--- src/rtl/smb_tgt_pkg.sv ---
package smb_tgt_pkg;

    localparam int NREG = 9;
    localparam logic [6:0] TGT_ADDR_DFLT = 7'b1101100;
    localparam int CNT_REG = 7;
    localparam int ID_REG  = 5;
    localparam int DEV_REG = 6;
    localparam logic [7:0] REV_VEND = 8'h41;
    localparam logic [7:0] DEVID_LO = 8'hE6;
    localparam logic [7:0] DEVID_HI = 8'hF6;

    typedef enum logic [2:0] {
        PH_IDLE, PH_ADDR, PH_INDEX, PH_COUNT,
        PH_WDATA, PH_RCOUNT, PH_RDATA, PH_IGNORE
    } phase_e;

    function automatic logic [7:0] wr_mask(input int i);
        case (i)
            0:       return 8'h0E;
            1:       return 8'hF6;
            2:       return 8'h06;
            7:       return 8'h1F;
            default: return 8'h00;
        endcase
    endfunction

    function automatic logic [7:0] rst_val(input int i);
        case (i)
            1:       return 8'hF6;
            2:       return 8'h06;
            7:       return 8'h08;
            default: return 8'h00;
        endcase
    endfunction

endpackage

--- src/rtl/smb_line_events.sv ---
module smb_line_events (
    input  logic clk,
    input  logic rst,
    input  logic scl_i,
    input  logic sda_i,
    output logic scl_rise_o,
    output logic scl_fall_o,
    output logic scl_steady_o,
    output logic start_o,
    output logic stop_o
);
    logic scl_q, sda_q;

    always_ff @(posedge clk) begin
        if (rst) begin
            scl_q <= 1'b1;
            sda_q <= 1'b1;
        end else begin
            scl_q <= scl_i;
            sda_q <= sda_i;
        end
    end

    assign scl_rise_o   = scl_i & ~scl_q;
    assign scl_fall_o   = ~scl_i & scl_q;
    assign scl_steady_o = scl_i & scl_q;
    assign start_o      = scl_i & scl_q & sda_q & ~sda_i;
    assign stop_o       = scl_i & scl_q & ~sda_q & sda_i;

endmodule

--- src/rtl/smb_reg_bank.sv ---
module smb_reg_bank
    import smb_tgt_pkg::*;
#(
    parameter int IDXW = 8
) (
    input  logic              clk,
    input  logic              rst,
    input  logic              wr_en_i,
    input  logic              wr_lock_i,
    input  logic [IDXW-1:0]   wr_idx_i,
    input  logic [7:0]        wdata_i,
    input  logic [IDXW-1:0]   rd_idx_i,
    input  logic              dev_sel_i,
    output logic [7:0]        rdata_o,
    output logic [8*NREG-1:0] image_o
);
    logic [7:0] store [NREG];
    logic [7:0] view  [NREG];

    always_ff @(posedge clk) begin
        if (rst) begin
            for (int i = 0; i < NREG; i++) store[i] <= rst_val(i);
        end else if (wr_en_i && !wr_lock_i) begin
            for (int i = 0; i < NREG; i++) begin
                if (wr_idx_i == IDXW'(i)) store[i] <= wdata_i & wr_mask(i);
            end
        end
    end

    always_comb begin
        for (int i = 0; i < NREG; i++) view[i] = store[i];
        view[ID_REG]  = REV_VEND;
        view[DEV_REG] = dev_sel_i ? DEVID_HI : DEVID_LO;
    end

    for (genvar g = 0; g < NREG; g++) begin : g_img
        assign image_o[8*g +: 8] = view[g];
    end

    always_comb begin
        rdata_o = '0;
        for (int i = 0; i < NREG; i++) begin
            if (rd_idx_i == IDXW'(i)) rdata_o = view[i];
        end
    end

    AST_LOCK_BLOCKS: assert property (@(posedge clk) disable iff (rst)
        (wr_en_i && wr_lock_i && $stable(dev_sel_i)) |=> $stable(image_o));
    AST_OOR_IGNORED: assert property (@(posedge clk) disable iff (rst)
        (wr_en_i && wr_idx_i >= IDXW'(NREG) && $stable(dev_sel_i)) |=> $stable(image_o));

endmodule

--- src/rtl/smb_xfer_ctrl.sv ---
module smb_xfer_ctrl
    import smb_tgt_pkg::*;
#(
    parameter logic [6:0] ADDR = TGT_ADDR_DFLT,
    parameter int         IDXW = 8
) (
    input  logic            clk,
    input  logic            rst,
    input  logic            scl_rise_i,
    input  logic            scl_fall_i,
    input  logic            scl_steady_i,
    input  logic            start_i,
    input  logic            stop_i,
    input  logic            sda_i,
    input  logic [7:0]      rdata_i,
    input  logic [7:0]      cnt_byte_i,
    output logic [IDXW-1:0] rd_idx_o,
    output logic [IDXW-1:0] wr_idx_o,
    output logic [7:0]      wdata_o,
    output logic            wr_en_o,
    output logic            sda_oe_o
);
    phase_e          phase, nxt_ph;
    logic [3:0]      bitcnt;
    logic [7:0]      shreg, txbyte, remain;
    logic [IDXW-1:0] idx, idx_inc;
    logic            host_nack;
    logic            tx, active;
    logic [2:0]      bsel;

    assign tx       = (phase == PH_RCOUNT) || (phase == PH_RDATA);
    assign active   = (phase != PH_IDLE) && (phase != PH_IGNORE);
    assign idx_inc  = (idx == '1) ? idx : idx + 1'b1;
    assign bsel     = 3'(4'd7 - bitcnt);
    assign rd_idx_o = idx;

    always_ff @(posedge clk) begin
        if (rst) begin
            phase     <= PH_IDLE;
            nxt_ph    <= PH_IDLE;
            bitcnt    <= '0;
            shreg     <= '0;
            txbyte    <= '0;
            remain    <= '0;
            idx       <= '0;
            host_nack <= 1'b0;
            sda_oe_o  <= 1'b0;
            wr_en_o   <= 1'b0;
            wr_idx_o  <= '0;
            wdata_o   <= '0;
        end else begin
            wr_en_o <= 1'b0;
            if (stop_i) begin
                phase    <= PH_IDLE;
                bitcnt   <= '0;
                sda_oe_o <= 1'b0;
            end else if (start_i) begin
                bitcnt   <= '0;
                sda_oe_o <= 1'b0;
                phase    <= (active && bitcnt >= 4'd2) ? PH_IDLE : PH_ADDR;
            end else if (active) begin
                if (scl_rise_i) begin
                    if (bitcnt < 4'd8) begin
                        shreg  <= {shreg[6:0], sda_i};
                        bitcnt <= bitcnt + 4'd1;
                    end else if (bitcnt == 4'd8) begin
                        bitcnt    <= 4'd9;
                        host_nack <= sda_i;
                    end
                end else if (scl_fall_i) begin
                    if (!tx) begin
                        if (bitcnt == 4'd8) begin
                            case (phase)
                                PH_ADDR: begin
                                    if (shreg[7:1] == ADDR) begin
                                        sda_oe_o <= 1'b1;
                                        nxt_ph   <= shreg[0] ? PH_RCOUNT : PH_INDEX;
                                    end else begin
                                        phase <= PH_IGNORE;
                                    end
                                end
                                PH_INDEX: begin
                                    idx      <= IDXW'(shreg);
                                    sda_oe_o <= 1'b1;
                                    nxt_ph   <= PH_COUNT;
                                end
                                PH_COUNT: begin
                                    remain   <= shreg;
                                    sda_oe_o <= 1'b1;
                                    nxt_ph   <= PH_WDATA;
                                end
                                PH_WDATA: begin
                                    if (remain != 8'd0) begin
                                        wr_en_o  <= 1'b1;
                                        wr_idx_o <= idx;
                                        wdata_o  <= shreg;
                                        idx      <= idx_inc;
                                        remain   <= remain - 8'd1;
                                        sda_oe_o <= 1'b1;
                                        nxt_ph   <= PH_WDATA;
                                    end else begin
                                        phase <= PH_IGNORE;
                                    end
                                end
                                default: phase <= PH_IGNORE;
                            endcase
                        end else if (bitcnt == 4'd9) begin
                            bitcnt   <= '0;
                            phase    <= nxt_ph;
                            sda_oe_o <= 1'b0;
                            if (nxt_ph == PH_RCOUNT) begin
                                txbyte   <= cnt_byte_i;
                                sda_oe_o <= ~cnt_byte_i[7];
                            end
                        end
                    end else begin
                        if (bitcnt >= 4'd1 && bitcnt <= 4'd7) begin
                            sda_oe_o <= ~txbyte[bsel];
                        end else if (bitcnt == 4'd8) begin
                            sda_oe_o <= 1'b0;
                        end else if (bitcnt == 4'd9) begin
                            bitcnt <= '0;
                            if (!host_nack) begin
                                txbyte   <= rdata_i;
                                idx      <= idx_inc;
                                phase    <= PH_RDATA;
                                sda_oe_o <= ~rdata_i[7];
                            end else begin
                                phase    <= PH_IGNORE;
                                sda_oe_o <= 1'b0;
                            end
                        end
                    end
                end
            end
        end
    end

    AST_SILENT_WHEN_OFF: assert property (@(posedge clk) disable iff (rst)
        (!active) |-> !sda_oe_o);
    AST_RX_ACK_SLOT: assert property (@(posedge clk) disable iff (rst)
        (sda_oe_o && active && !tx) |-> (bitcnt >= 4'd8));
    AST_STOP_RELEASES: assert property (@(posedge clk) disable iff (rst)
        stop_i |=> !sda_oe_o);
    AST_NO_PULL_ON_HIGH: assert property (@(posedge clk) disable iff (rst)
        (scl_steady_i && $past(scl_steady_i)) |-> !$rose(sda_oe_o));

endmodule

--- src/rtl/smb_blk_target.sv ---
module smb_blk_target
    import smb_tgt_pkg::*;
#(
    parameter logic [6:0] ADDR = TGT_ADDR_DFLT,
    parameter int         IDXW = 8
) (
    input  logic              clk,
    input  logic              rst,
    input  logic              scl_i,
    input  logic              sda_i,
    input  logic              wr_lock_i,
    input  logic              dev_sel_i,
    output logic              sda_oe_o,
    output logic [8*NREG-1:0] reg_image_o
);
    logic            scl_rise, scl_fall, scl_steady, start_evt, stop_evt;
    logic [IDXW-1:0] rd_idx, wr_idx;
    logic [7:0]      rdata, wdata;
    logic            wr_en;

    smb_line_events u_events (
        .clk          (clk),
        .rst          (rst),
        .scl_i        (scl_i),
        .sda_i        (sda_i),
        .scl_rise_o   (scl_rise),
        .scl_fall_o   (scl_fall),
        .scl_steady_o (scl_steady),
        .start_o      (start_evt),
        .stop_o       (stop_evt)
    );

    smb_xfer_ctrl #(.ADDR(ADDR), .IDXW(IDXW)) u_ctrl (
        .clk          (clk),
        .rst          (rst),
        .scl_rise_i   (scl_rise),
        .scl_fall_i   (scl_fall),
        .scl_steady_i (scl_steady),
        .start_i      (start_evt),
        .stop_i       (stop_evt),
        .sda_i        (sda_i),
        .rdata_i      (rdata),
        .cnt_byte_i   (reg_image_o[8*CNT_REG +: 8]),
        .rd_idx_o     (rd_idx),
        .wr_idx_o     (wr_idx),
        .wdata_o      (wdata),
        .wr_en_o      (wr_en),
        .sda_oe_o     (sda_oe_o)
    );

    smb_reg_bank #(.IDXW(IDXW)) u_bank (
        .clk       (clk),
        .rst       (rst),
        .wr_en_i   (wr_en),
        .wr_lock_i (wr_lock_i),
        .wr_idx_i  (wr_idx),
        .wdata_i   (wdata),
        .rd_idx_i  (rd_idx),
        .dev_sel_i (dev_sel_i),
        .rdata_o   (rdata),
        .image_o   (reg_image_o)
    );

endmodule

--- config.mk ---
export PLATFORM = sky130hd
export DESIGN_NAME = smb_blk_target
export DESIGN_NICKNAME = d
export VERILOG_FILES = /design/src/rtl/smb_tgt_pkg.sv /design/src/rtl/smb_line_events.sv /design/src/rtl/smb_reg_bank.sv /design/src/rtl/smb_xfer_ctrl.sv /design/src/rtl/smb_blk_target.sv
export SDC_FILE = /design/constraint.sdc
export NUM_CORES = 1
export LEC_CHECK = 0
export CORE_UTILIZATION = 50
export CTS_CLUSTER_DIAMETER = 40
export CTS_CLUSTER_SIZE = 8
export DETAILED_ROUTE_END_ITERATION = 12
export GPL_TIMING_DRIVEN = 0
export PLACE_DENSITY = 0.78
export SLEW_MARGIN = 5
export SYNTH_ARGS = -nofsm -noshare
export SYNTH_HDL_FRONTEND = slang
export SYNTH_SLANG_ARGS = --single-unit
--- constraint.sdc ---
create_clock -name clk -period 5.9 [get_ports clk]
set_input_delay 0.59 -clock clk [delete_from_list [all_inputs] [get_ports clk]]
set_output_delay 0.59 -clock clk [all_outputs]
set_load 0.03 [all_outputs]
Word level (Yosys, flattened, before mapping)
Memories as Yosys holds them, arrays and structs flattened.
Index checks and enable logic that the tools add are counted.
- bitwise operators: 41
- reduce and logical (&&, ||, !) cells: 35
- $lt $le $gt $ge: 5
- multiplexer cells: 148
- equality and inequality tests: 48
- add/sub/neg operators: 4
- operator list (operator ; count):
    2-to-1 mux 8 bit ; 66
    bitwise AND 8 bit ; 9
    equality test 8 x 3 -> 1 bit, second input constant ; 8
    2-to-1 mux 1 bit ; 52
    2-to-1 mux 3 bit ; 15
    equality test 8 x 2 -> 1 bit, second input constant ; 4
    2-to-1 mux 4 bit ; 8
    one-hot mux 8 bit (2 select lines) ; 2
    AND reduction 10 bit ; 3
    != test 3 bit, second input constant ; 6
    AND reduction 9 bit ; 2
    equality test 8 x 1 -> 1 bit, second input constant ; 2
    equality test 8 x 4 -> 1 bit, second input constant ; 2
    logical NOT 8 bit ; 2
    NOT 1 bit ; 16
    nonzero test 3 bit ; 5
    equality test 3 bit, second input constant ; 4
    one-hot mux 3 bit (4 select lines) ; 1
    AND reduction 12 bit ; 1
    nonzero test 2 bit ; 6
    != test 2 bit, second input constant ; 5
    bitwise OR 1 bit ; 9
    one-hot mux 3 bit (3 select lines) ; 1
    OR reduction 9 bit ; 1
    34 further kinds ; 51
- RAM bits: 72
- memories kept: 1
- input bits: 6
- flip-flop bits (word level): 63
- output and inout bits: 73
- memory list (memory ; depth ; width ; rd ports ; clocked after memory_dff ; wr ports ; line ; source):
    u_bank.store ; 9 ; 8 ; 7 ; 0 ; 9 ; smb_reg_bank.sv:17 ; logic [7:0] store [NREG];

Longest topological paths before layout
Gate-level depths: netlist of run 1.
- depth after elaboration: 16
- mapped depth: 9

By module
A second synthesis of run 1 with hierarchy kept.
- cells, all modules: 560
- area, all modules: 4708.3 µm²
- modules (own cells, without submodules) (module ; area an instance (µm²) ; seq. area each (µm²) ; cells an instance ; times used):
    smb_xfer_ctrl ; 3289.4 ; 1221.2 ; 415 ; 1
    smb_reg_bank ; 1326.3 ; 480.5 ; 136 ; 1
    smb_line_events ; 92.6 ; 40.0 ; 9 ; 1

Worst setup path before layout of run 1
No wires, ideal clock.
- kind: input to register
- from: input rst
- to: memory u_bank.store[1][1] (enable)
- arrival: 1.911 ns
- setup slack: 3.609 ns
- stages: 6
- library setup time: 0.380 ns
- required time: 5.520 ns
- buffers on the path: 1
- path through: clkbuf_1 nor4b_1 nand2_1 nor2_1 nand2_1 o31ai_1
- RTL lines (element ; line ; source):
    start, declared ; smb_blk_target.sv:8 ; input logic rst,
    end, declared ; smb_reg_bank.sv:17 ;

==> impl_metrics.py, run 1 <==
metrics = {
    "setup_path": {
        "cp_data_required_time_ps": 5880,
        "cp_max_fo": 10,
        "timing.critical_path.to_type": "register",
        "crit_type": "primary input to register",
        "crit_top_cell": "nand2_1",
        "r2r_slack_ps": 3580,
        "r2r-start": "u_ctrl.bitcnt[1]$_SDFFE_PP0P_",
        "crit_slowest_cell": "o31ai_1",
        "path_cells": "clkdlybuf4s50_1 > clkbuf_1 > nor4b_1 > nand2_1 > nor2_1 > nand2_1 > o31ai_1",
        "startpoint_type": "primary input",
        "rr_worst_depth": 7,
        "cpPeakStageDelay_ps": 740,
        "arrival_ps": 2790,
        "r2r_end": "u_ctrl.rd_idx_o[1]$_SDFFE_PP0P_",
    },
    "global_routing": {
        "grt_max_degree": 16,
        "antenna_found_initial": 0,
        "grt_pass1_wl_um": 19900,
        "gr-total-overflow": 0,
        "grt_pass1_vias": 4012,
        "grt_usage": 0.252,
    },
    "detailed_routing": {
        "drt_wl_total_um": 12500,
        "drt_pre_antenna_iters": 6,
        "initialDrtViolationCount": 334,
        "drcViolationCount": 0,
        "num_vias": 4352,
        "viasPerCell": 5.57,
        "postRouteAntennaNets": 0,
        "post_drt_wl_per_cell_um": 16.0,
    },
    "power_and_ir_drop": {
        "p_per_area_nw_per_um2": 194,
        "peakVddDrop_v": 0.000109,
        "power.total_w": 0.00110,
        "leakage_nw": 2.29,
    },
    "sta": {
        "fin_crit_sh": 0.476,
        "final-setup-viol-count": 0,
        "tns_ps": 0,
        "finalHoldViolations": 0,
        "finalCriticalPeriod_ps": 2810,
        "drv_slew": 0,
        "relSlewSlack": 0.391,
        "tightest_slew_ps": 906,
        "whs_ps": 481,
        "fmax_mhz": 356,
        "rsz0062_at_grt": "no",
        "skew_ps": 11.2,
    },
    "cells_and_area": {
        "syn_to_final_growth_pct": 15.8,
        "final.fill_count": 814,
        "drive_gt1_frac": 0.179,
        "antenna_cells": 0,
        "finalNetCount": 664,
        "fin_area_um2": 5650,
    },
    "synthesis": {
        "synthDistinctLibCells": 80,
        "synth_area_um2": 4880,
        "synth-edff-count": 16,
        "ys_ff_latch": 79,
        "ys_seq_area_frac": 0.357,
        "yosys_most_used_dff": "dfxtp_1",
        "async_flop_share": 0,
        "netlist_instances": 561,
        "yosys_warnings": 0,
        "avgSynthCellArea_um2": 8.70,
    },
    "run_status": {
        "outcome": "finished clean",
    },
    "cts": {
        "cts_buffer_depth": 2,
        "cts_sinks": 79,
        "cts_tree": "built",
        "post_cts_resized": 0,
        "cts_setup_buffers": 0,
        "cts-htree-levels": 3,
        "clk_pin_slew_ps": 100,
        "numCtsBuffers": 9,
        "ctsRootBufferMaster": "clkbuf_8",
        "clk_latency_ps": 360,
        "hold_buffers": 0,
    },
    "die": {
        "die_x_um": 101,
        "boundaryPins": 79,
        "initial_core_util": 0.523,
        "num_rows": 35,
        "dieArea_um2": 10200,
        "core-area_um2": 9330,
        "die_h_um": 101,
    },
    "worst_hold_path": {
        "min_from": "u_ctrl.txbyte[1]$_SDFFE_PP0P_",
        "hold-path-endpoint": "u_ctrl.txbyte[1]$_SDFFE_PP0P_",
        "whs_path_depth": 1,
        "hp-class": "register to register",
    },
    "place": {
        "postPlaceCellArea_um2": 5470,
        "gp_congestion": 0.908,
        "io_buffers": 23,
        "place_hpwl_um": 9250,
    },
    "job": {
        "maxCapViolations": 0,
    },
}
## registers in the layout, summed over array words and instances, names as in the netlist, 3 cells and up
register and count:
u_bank.store 16, u_ctrl.bitcnt 4, u_ctrl.nxt_ph 3, u_ctrl.phase 3, u_ctrl.rd_idx_o 8, u_ctrl.remain 8, u_ctrl.shreg 8, u_ctrl.txbyte 8
u_ctrl.wdata_o 8, u_ctrl.wr_idx_o 8
## metrics by stage
stage	std cells	setup slack, ps	util
after floorplan	614	3610	-
after global placement	766	2760	0.586
after detailed placement	766	2730	0.586
after CTS	782	3100	0.606
after global routing	782	2960	0.606
final	782	3090	0.606
## Yosys cell counts (3+ instances only)
cell,n,share of area
nand2b_1,20,0.026
a211oi_1,8,0.012
nand4_1,5,0.0064
nor2b_1,7,0.0090
clkbuf_1,19,0.015
o32ai_1,3,0.0054
nor4_1,7,0.0090
a22oi_1,3,0.0046
and2_1,7,0.0090
o21ai_0,16,0.016
nand2_1,44,0.034
mux2i_1,19,0.039
edfxtp_1,16,0.098
buf_2,7,0.0072
ha_1,10,0.026
a21oi_1,36,0.037
nand4b_1,3,0.0054
inv_1,12,0.0092
nand3b_1,3,0.0046
nor3_1,15,0.015
nand3_1,26,0.027
or2_2,3,0.0038
buf_4,60,0.092
a21o_1,6,0.0092
nor3b_1,4,0.0062
or3_1,3,0.0038
nor2_1,50,0.038
dfxtp_1,63,0.26
o31ai_1,5,0.0077
buf_6,5,0.012
and3_1,4,0.0051
a31oi_1,8,0.010
## cells in the final DEF (no fill, tap or decap), types with 6 or more instances in the layout
cell type,n
nor3_1,15
ha_1,10
o21ai_0,16
clkbuf_8,9
a21oi_1,36
nand2_1,44
buf_2,7
nor2b_1,7
dfxtp_1,63
edfxtp_1,16
buf_4,60
a21o_1,6
a211oi_1,8
mux2i_1,19
clkdlybuf4s50_1,23
nand2b_1,20
inv_1,12
nor4_1,7
nand3_1,26
nor2_1,50
and2_1,7
clkbuf_1,19
a31oi_1,8
conb_1,55
## critical path: cells and delay by family
kind                   cells  cell delay, ps
AO/OA/AOI/OAI              1             740
AND/OR/NAND/NOR            4             730
buffers and inverters      2             720
## logic make-up after synthesis
group / Yosys count / synth area share
DFF: 79 / 0.357
muxes: 22 / 0.0505
AOI/OAI and AO/OA: 123 / 0.183
and+or+nand+nor: 220 / 0.242
xor gates and xnor gates: 2 / 0.00513
adders and majority gates: 10 / 0.0256
other: 2 / 0.00154
buffers and inverters: 103 / 0.135
## power by group
part / internal (W) / switching (W)
Clock: 0.000157 / 0.000224
Combinational: 0.0000516 / 0.000101
Sequential: 0.000557 / 0.00000695
Total: 0.000765 / 0.000331
## metal layers
metal / vias up / global-route usage / wire, um
li1: 2084 / - / -
met1: 2021 / 0.330 / 5380
met2: 216 / 0.416 / 5910
met3: 31 / 0.0381 / 947
met4: 0 / 0.106 / 255
met5: - / 0 / 0
## worst max-delay path by stage
stage | endpoint | start | slack [ps] | cells past startpoint
5_1_grt | u_bank.store[1][7]$_SDFFCE_PP1P_ | rst | 2960 | 7
4_1_cts | u_bank.store[1][7]$_SDFFCE_PP1P_ | rst | 3100 | 7
3_3_place_gp | u_bank.store[1][5]$_SDFFCE_PP1P_ | rst | 2760 | 7
6_report | u_bank.store[1][7]$_SDFFCE_PP1P_ | rst | 3090 | 7
3_5_place_dp | u_bank.store[1][5]$_SDFFCE_PP1P_ | rst | 2730 | 7
2_1_floorplan | u_bank.store[1][1]$_DFFE_PP_ | rst | 3610 | 6
## area by class of cell
cell class / instances / area [um^2] / share of cell area
Clock buffer: 9 / 124 / 0.0219
Sequential cell: 79 / 1740 / 0.308
Inverter: 12 / 45.0 / 0.00798
Timing Repair Buffer: 23 / 230 / 0.0408
Tap cell: 129 / 161 / 0.0286
Multi-Input combinational cell: 432 / 2680 / 0.474
Clock inverter: 7 / 55.1 / 0.00975
Buffer: 91 / 613 / 0.109
Note: power is estimated with default switching activity, not from simulation.
==> inputs of run 2 (changes only) <==
Settings changed: CORE_UTILIZATION 50 to 49, PLACE_DENSITY 0.78 to 0.8.
Clock period 5.9 ns to 2.25 ns, I/O delays scaled along.
==> impl_metrics.py, run 2 (same netlist as run 1, synthesis figures left out) <==
metrics = {
    "worst_hold_path": {
        "hp-class": "register to register",
    },
    "detailed_routing": {
        "postRouteAntennaNets": 0,
        "drcViolationCount": 0,
        "drt_wl_total_um": 12900,
        "wl_met1_um": 5520,
        "viasPerCell": 5.57,
        "post_drt_wl_per_cell_um": 16.4,
        "top_layer": "met4",
        "met3_length_um": 908,
        "initialDrtViolationCount": 245,
        "dr_wl_met2_um": 6150,
        "drt_pre_antenna_iters": 5,
        "num_vias": 4393,
    },
    "setup_path": {
        "startpoint_type": "register",
        "timing.critical_path.to_type": "register",
        "cp_max_fo": 8,
        "crit_type": "register to register",
        "cp_data_required_time_ps": 2510,
        "arrival_ps": 2410,
    },
    "sta": {
        "rsz0062_at_grt": "no",
        "drv_slew": 0,
        "fmax_mhz": 464,
        "fin_crit_sh": 0.957,
        "relSlewSlack": 0.448,
        "finalHoldViolations": 0,
        "skew_ps": 12.6,
        "final-setup-viol-count": 0,
        "finalCriticalPeriod_ps": 2150,
        "finalWorstSetupSlack_ps": 96.2,
        "tightest_slew_ps": 823,
    },
    "cts": {
        "cts_sinks": 79,
        "ctsRootBufferMaster": "clkbuf_8",
        "numCtsBuffers": 9,
        "clk_pin_slew_ps": 100,
        "hold_buffers": 0,
        "cts_tree": "built",
        "cts-htree-levels": 3,
        "cts_buffer_depth": 2,
        "clk_latency_ps": 370,
    },
    "global_routing": {
        "gr-total-overflow": 0,
        "grt_usage": 0.249,
        "grt_max_degree": 17,
        "antenna_found_initial": 0,
        "grt_pass1_vias": 4011,
        "grt_pass1_wl_um": 19900,
    },
    "power_and_ir_drop": {
        "p_per_area_nw_per_um2": 516,
        "internal_power_w": 0.00209,
        "power.total_w": 0.00299,
        "peakVddDrop_v": 0.000297,
        "power_frac_comb": 0.135,
        "p_switching_w": 0.000898,
        "seqPwrFrac": 0.494,
        "clock_power_share": 0.370,
        "switching_share": 0.300,
        "leakage_nw": 2.35,
    },
    "place": {
        "io_buffers": 23,
        "place_hpwl_um": 9290,
        "gp_congestion": 0.939,
        "dp_slack_ps": -592,
    },
    "die": {
        "boundaryPins": 79,
        "initial_core_util": 0.501,
        "core-area_um2": 9730,
        "die_x_um": 102,
        "die_h_um": 102,
        "dieArea_um2": 10400,
        "num_rows": 36,
    },
    "cells_and_area": {
        "largest_reg_flops": 16,
        "largest-register": "u_bank.store",
        "layout_commonest_cell": "buf_4",
        "drive_gt1_frac": 0.205,
        "syn_to_final_growth_pct": 18.9,
        "final.fill_count": 856,
        "post-route-util": 0.596,
        "antenna_cells": 0,
        "layout_common_cells": "buf_4 (64), dfxtp_1 (62), conb_1 (55)",
        "finalNetCount": 666,
    },
    "job": {
        "maxCapViolations": 0,
    },
    "run_status": {
        "outcome": "finished clean",
    },
}
-- run 2: cell count changes in the layout (fill, tap and decap cells not counted), sizes merged --
cell and change:
inv +3, clkinv -3, clkbuf -1, buf +4, clkinvlp -1
-- run 2: power groups by stage --
stage | Sequential, W | Combinational, W | Clock [W]
CTS | 0.00148 | 0.000392 | 0.00111
global placement | 0.00151 | 0.000388 | 0
global route | 0.00148 | 0.000431 | 0.00116
floorplan | 0.00154 | 0.000283 | 0
detailed placement | 0.00151 | 0.000390 | 0
finish | 0.00148 | 0.000405 | 0.00111
-- run 2: worst paths after layout --
kind / startpoint / endpoint / slack, ps / cells past startpoint
min reg2reg: u_ctrl.txbyte[6]$_SDFFE_PP0P_ / u_ctrl.txbyte[6]$_SDFFE_PP0P_ / 480 / 2
max reg2reg: u_ctrl.bitcnt[1]$_SDFFE_PP0P_ / u_ctrl.rd_idx_o[7]$_SDFFE_PP0P_ / 100 / 8
max: u_ctrl.bitcnt[1]$_SDFFE_PP0P_ / u_ctrl.rd_idx_o[7]$_SDFFE_PP0P_ / 100 / 8
min: u_ctrl.txbyte[6]$_SDFFE_PP0P_ / u_ctrl.txbyte[6]$_SDFFE_PP0P_ / 480 / 2
-- run 2: repair_timing --
action | 4_1_cts | 5_1_grt
pin swaps | 0 | 0
resized for setup | 3 | 19
setup endpoints to repair | 18 | 46
buffers inserted | 0 | 4
hold endpoints to repair | 0 | 0
-- run 2: final cells by class --
class,count,area [um^2],area share
Inverter,12,45.0,0.00777
Buffer,89,607,0.105
Multi-Input combinational cell,432,2770,0.478
Timing Repair Buffer,27,260,0.0449
Clock inverter,6,56.3,0.00971
Tap cell,133,166,0.0287
Sequential cell,79,1740,0.300
Clock buffer,10,149,0.0257
-- run 2: per-layer routing --
metal	vias to the layer above	GRT usage
met5	-	0
met4	0	0.116
met3	32	0.0435
met2	197	0.397
met1	2072	0.329
li1	2092	-
-- run 2: stage by stage --
stage                     hold WS (ps)  instances  setup TNS, ps  cell area (um^2)
final                              477        788              0              5800
after global routing               499        788              0              5800
after CTS                          472        785              0              5690
after detailed placement           458        770          -8190              5470
after global placement             452        770          -6780              5470
after floorplan                    332        614              0              5080
-- run 2: worst max-delay path, stage by stage (launching register included) --
cell	delay, ps
dfxtp_1	540
inv_1	160
ha_1	220
nand3b_1	100
buf_4	180
o32ai_4	120
a221oi_4	340
nor2_2	130
a311oi_1	250
==> inputs of run 3 (changes only) <==
Settings changed: CORE_ASPECT_RATIO from default to 0.6.
==> impl_metrics.py, run 3 (same netlist as run 1, synthesis figures left out) <==
metrics = {
    "run_status": {
        "outcome": "finished clean",
    },
    "global_routing": {
        "grt_max_degree": 14,
        "grt_usage": 0.276,
        "grt_pass1_vias": 4062,
        "grt_pass1_wl_um": 21500,
        "gr-total-overflow": 0,
        "antenna_found_initial": 0,
    },
    "power_and_ir_drop": {
        "clock_power_share": 0.480,
        "switching_share": 0.243,
        "leakage_nw": 2.43,
        "p_per_area_nw_per_um2": 609,
        "power_frac_comb": 0.114,
        "p_switching_w": 0.000888,
        "peakVddDrop_v": 0.000570,
        "internal_power_w": 0.00276,
        "seqPwrFrac": 0.406,
    },
    "cts": {
        "numCtsBuffers": 9,
        "clk_latency_ps": 340,
        "cts_sinks": 79,
        "hold_buffers": 0,
        "clk_pin_slew_ps": 60,
        "cts_tree": "built",
        "cts-htree-levels": 3,
        "cts_buffer_depth": 2,
        "ctsRootBufferMaster": "clkbuf_16",
    },
    "place": {
        "place_hpwl_um": 10300,
        "dp_slack_ps": -682,
        "gp_congestion": 0.930,
        "io_buffers": 23,
    },
    "die": {
        "core-area_um2": 9430,
        "num_rows": 27,
        "die_h_um": 79.3,
        "die_x_um": 131,
        "dieArea_um2": 10400,
        "initial_core_util": 0.518,
        "boundaryPins": 79,
    },
    "detailed_routing": {
        "num_vias": 4499,
        "drt_pre_antenna_iters": 6,
        "drcViolationCount": 0,
        "post_drt_wl_per_cell_um": 17.7,
        "drt_wl_total_um": 13900,
        "initialDrtViolationCount": 581,
        "postRouteAntennaNets": 0,
        "viasPerCell": 5.74,
    },
    "setup_path": {
        "path_cells": "inv_1 > ha_1 > clkbuf_2 > nor2_1 > nand4b_1 > a2111oi_4 > a21oi_1 > a211oi_1",
        "rr_worst_depth": 8,
        "startpoint_type": "register",
        "r2r_slack_ps": 110,
        "r2r-start": "u_ctrl.rd_idx_o[0]$_SDFFE_PP0P_",
        "timing.critical_path.to_type": "register",
        "endpoint": "u_ctrl.txbyte[4]$_SDFFE_PP0P_",
        "cp-startpoint": "u_ctrl.rd_idx_o[0]$_SDFFE_PP0P_",
        "crit_type": "register to register",
        "crit_slowest_cell": "a2111oi_4",
        "cpPeakStageDelay_ps": 430,
        "arrival_ps": 2380,
        "cp_data_required_time_ps": 2490,
        "r2r_end": "u_ctrl.txbyte[4]$_SDFFE_PP0P_",
        "cp_max_fo": 10,
    },
    "sta": {
        "fin_crit_sh": 0.953,
        "fmax_mhz": 466,
        "skew_ps": 4.26,
        "final-setup-viol-count": 0,
        "drv_slew": 0,
        "tns_ps": 0,
        "finalWorstSetupSlack_ps": 106,
        "finalHoldViolations": 0,
        "tightest_slew_ps": 964,
        "finalCriticalPeriod_ps": 2140,
        "relSlewSlack": 0.353,
    },
    "cells_and_area": {
        "largest_reg_flops": 16,
        "largest-register": "u_bank.store",
        "finalNetCount": 665,
        "syn_to_final_growth_pct": 22.7,
        "layout_common_cells": "buf_4 (63), dfxtp_1 (61), conb_1 (55)",
        "layout_commonest_cell": "buf_4",
        "antenna_cells": 0,
        "drive_gt1_frac": 0.213,
    },
    "worst_hold_path": {
        "hp-class": "register to register",
    },
    "job": {
        "maxCapViolations": 0,
    },
}
==> run 3: cell types whose count changed in the layout (fill, tap and decap cells not counted), moves of 2 or more <==
cell       previous run  this run
o31ai_1               4         2
o31ai_2               0         2
clkbuf_8              9         0
inv_8                 2         0
bufinv_16             0         3
clkbuf_16             1        10
clkbuf_2              1         3
inv_6                 3         1
==> run 3: timing repair <==
action                                  in CTS  in global routing
pin swaps                                    0                  0
endpoints found under the setup margin      25                 70
gates resized for setup                      8                 28
setup buffers                                0                  3
==> run 3: per-stage QoR <==
step	hold slack (ps)	std cells	total power (W)	area (um^2)	utilization
2_1_floorplan	332	614	0.00182	5080	-
3_3_place_gp	458	767	0.00190	5470	0.580
3_5_place_dp	468	767	0.00191	5470	0.580
4_1_cts	490	783	0.00364	5850	0.621
5_1_grt	515	784	0.00375	5990	0.635
6_report	490	784	0.00365	5990	0.635
==> run 3: final cells by class <==
type	count	area, um^2
buffer	89	609
timing repair buffer	26	253
sequential	79	1750
multi-input combinational	432	2810
inverter	12	45.0
fill	796	3440
tap	130	163
clock inverter	4	98.8
clock buffer	12	258
==> run 3: power by group through the flow <==
| stage | Combinational [W] | Clock (W) | Sequential (W) |
|---|---|---|---|
| CTS | 0.000398 | 0.00177 | 0.00148 |
| finish | 0.000416 | 0.00175 | 0.00148 |
| global placement | 0.000393 | 0 | 0.00151 |
| detailed placement | 0.000397 | 0 | 0.00151 |
| floorplan | 0.000283 | 0 | 0.00154 |
| global route | 0.000438 | 0.00183 | 0.00148 |
==> run 3: routing by layer <==
layer  vias up  track usage  share of wire  wire length [um]
li1       2091            -              -                 -
met1      2144        0.402           0.45              6280
met2       239        0.385           0.42              5840
met3        25       0.0883           0.11              1540
met4         0       0.0747          0.014               199
met5         -            0              0                 0
==> run 3: worst max-delay path, delay by kind of cell (launching register included) <==
kind            cells  cell delay, ps
buf+inv             2             260
fa+ha+maj           1             210
simple gates        2             390
compound gates      3             790
flops               1             390
==> run 3: worst min path at each step <==
stage / from / end / slack, ps / depth (start not counted)
finish: u_ctrl.txbyte[1]$_SDFFE_PP0P_ / u_ctrl.txbyte[1]$_SDFFE_PP0P_ / 490 / 1
global route: u_ctrl.txbyte[1]$_SDFFE_PP0P_ / u_ctrl.txbyte[1]$_SDFFE_PP0P_ / 510 / 1
CTS: u_ctrl.txbyte[2]$_SDFFE_PP0P_ / u_ctrl.txbyte[2]$_SDFFE_PP0P_ / 490 / 1
detailed placement: u_ctrl.txbyte[2]$_SDFFE_PP0P_ / u_ctrl.txbyte[2]$_SDFFE_PP0P_ / 470 / 1
global placement: u_ctrl.txbyte[1]$_SDFFE_PP0P_ / u_ctrl.txbyte[1]$_SDFFE_PP0P_ / 460 / 1
floorplan: scl_i / u_events.scl_q$_SDFF_PP1_ / 330 / 1
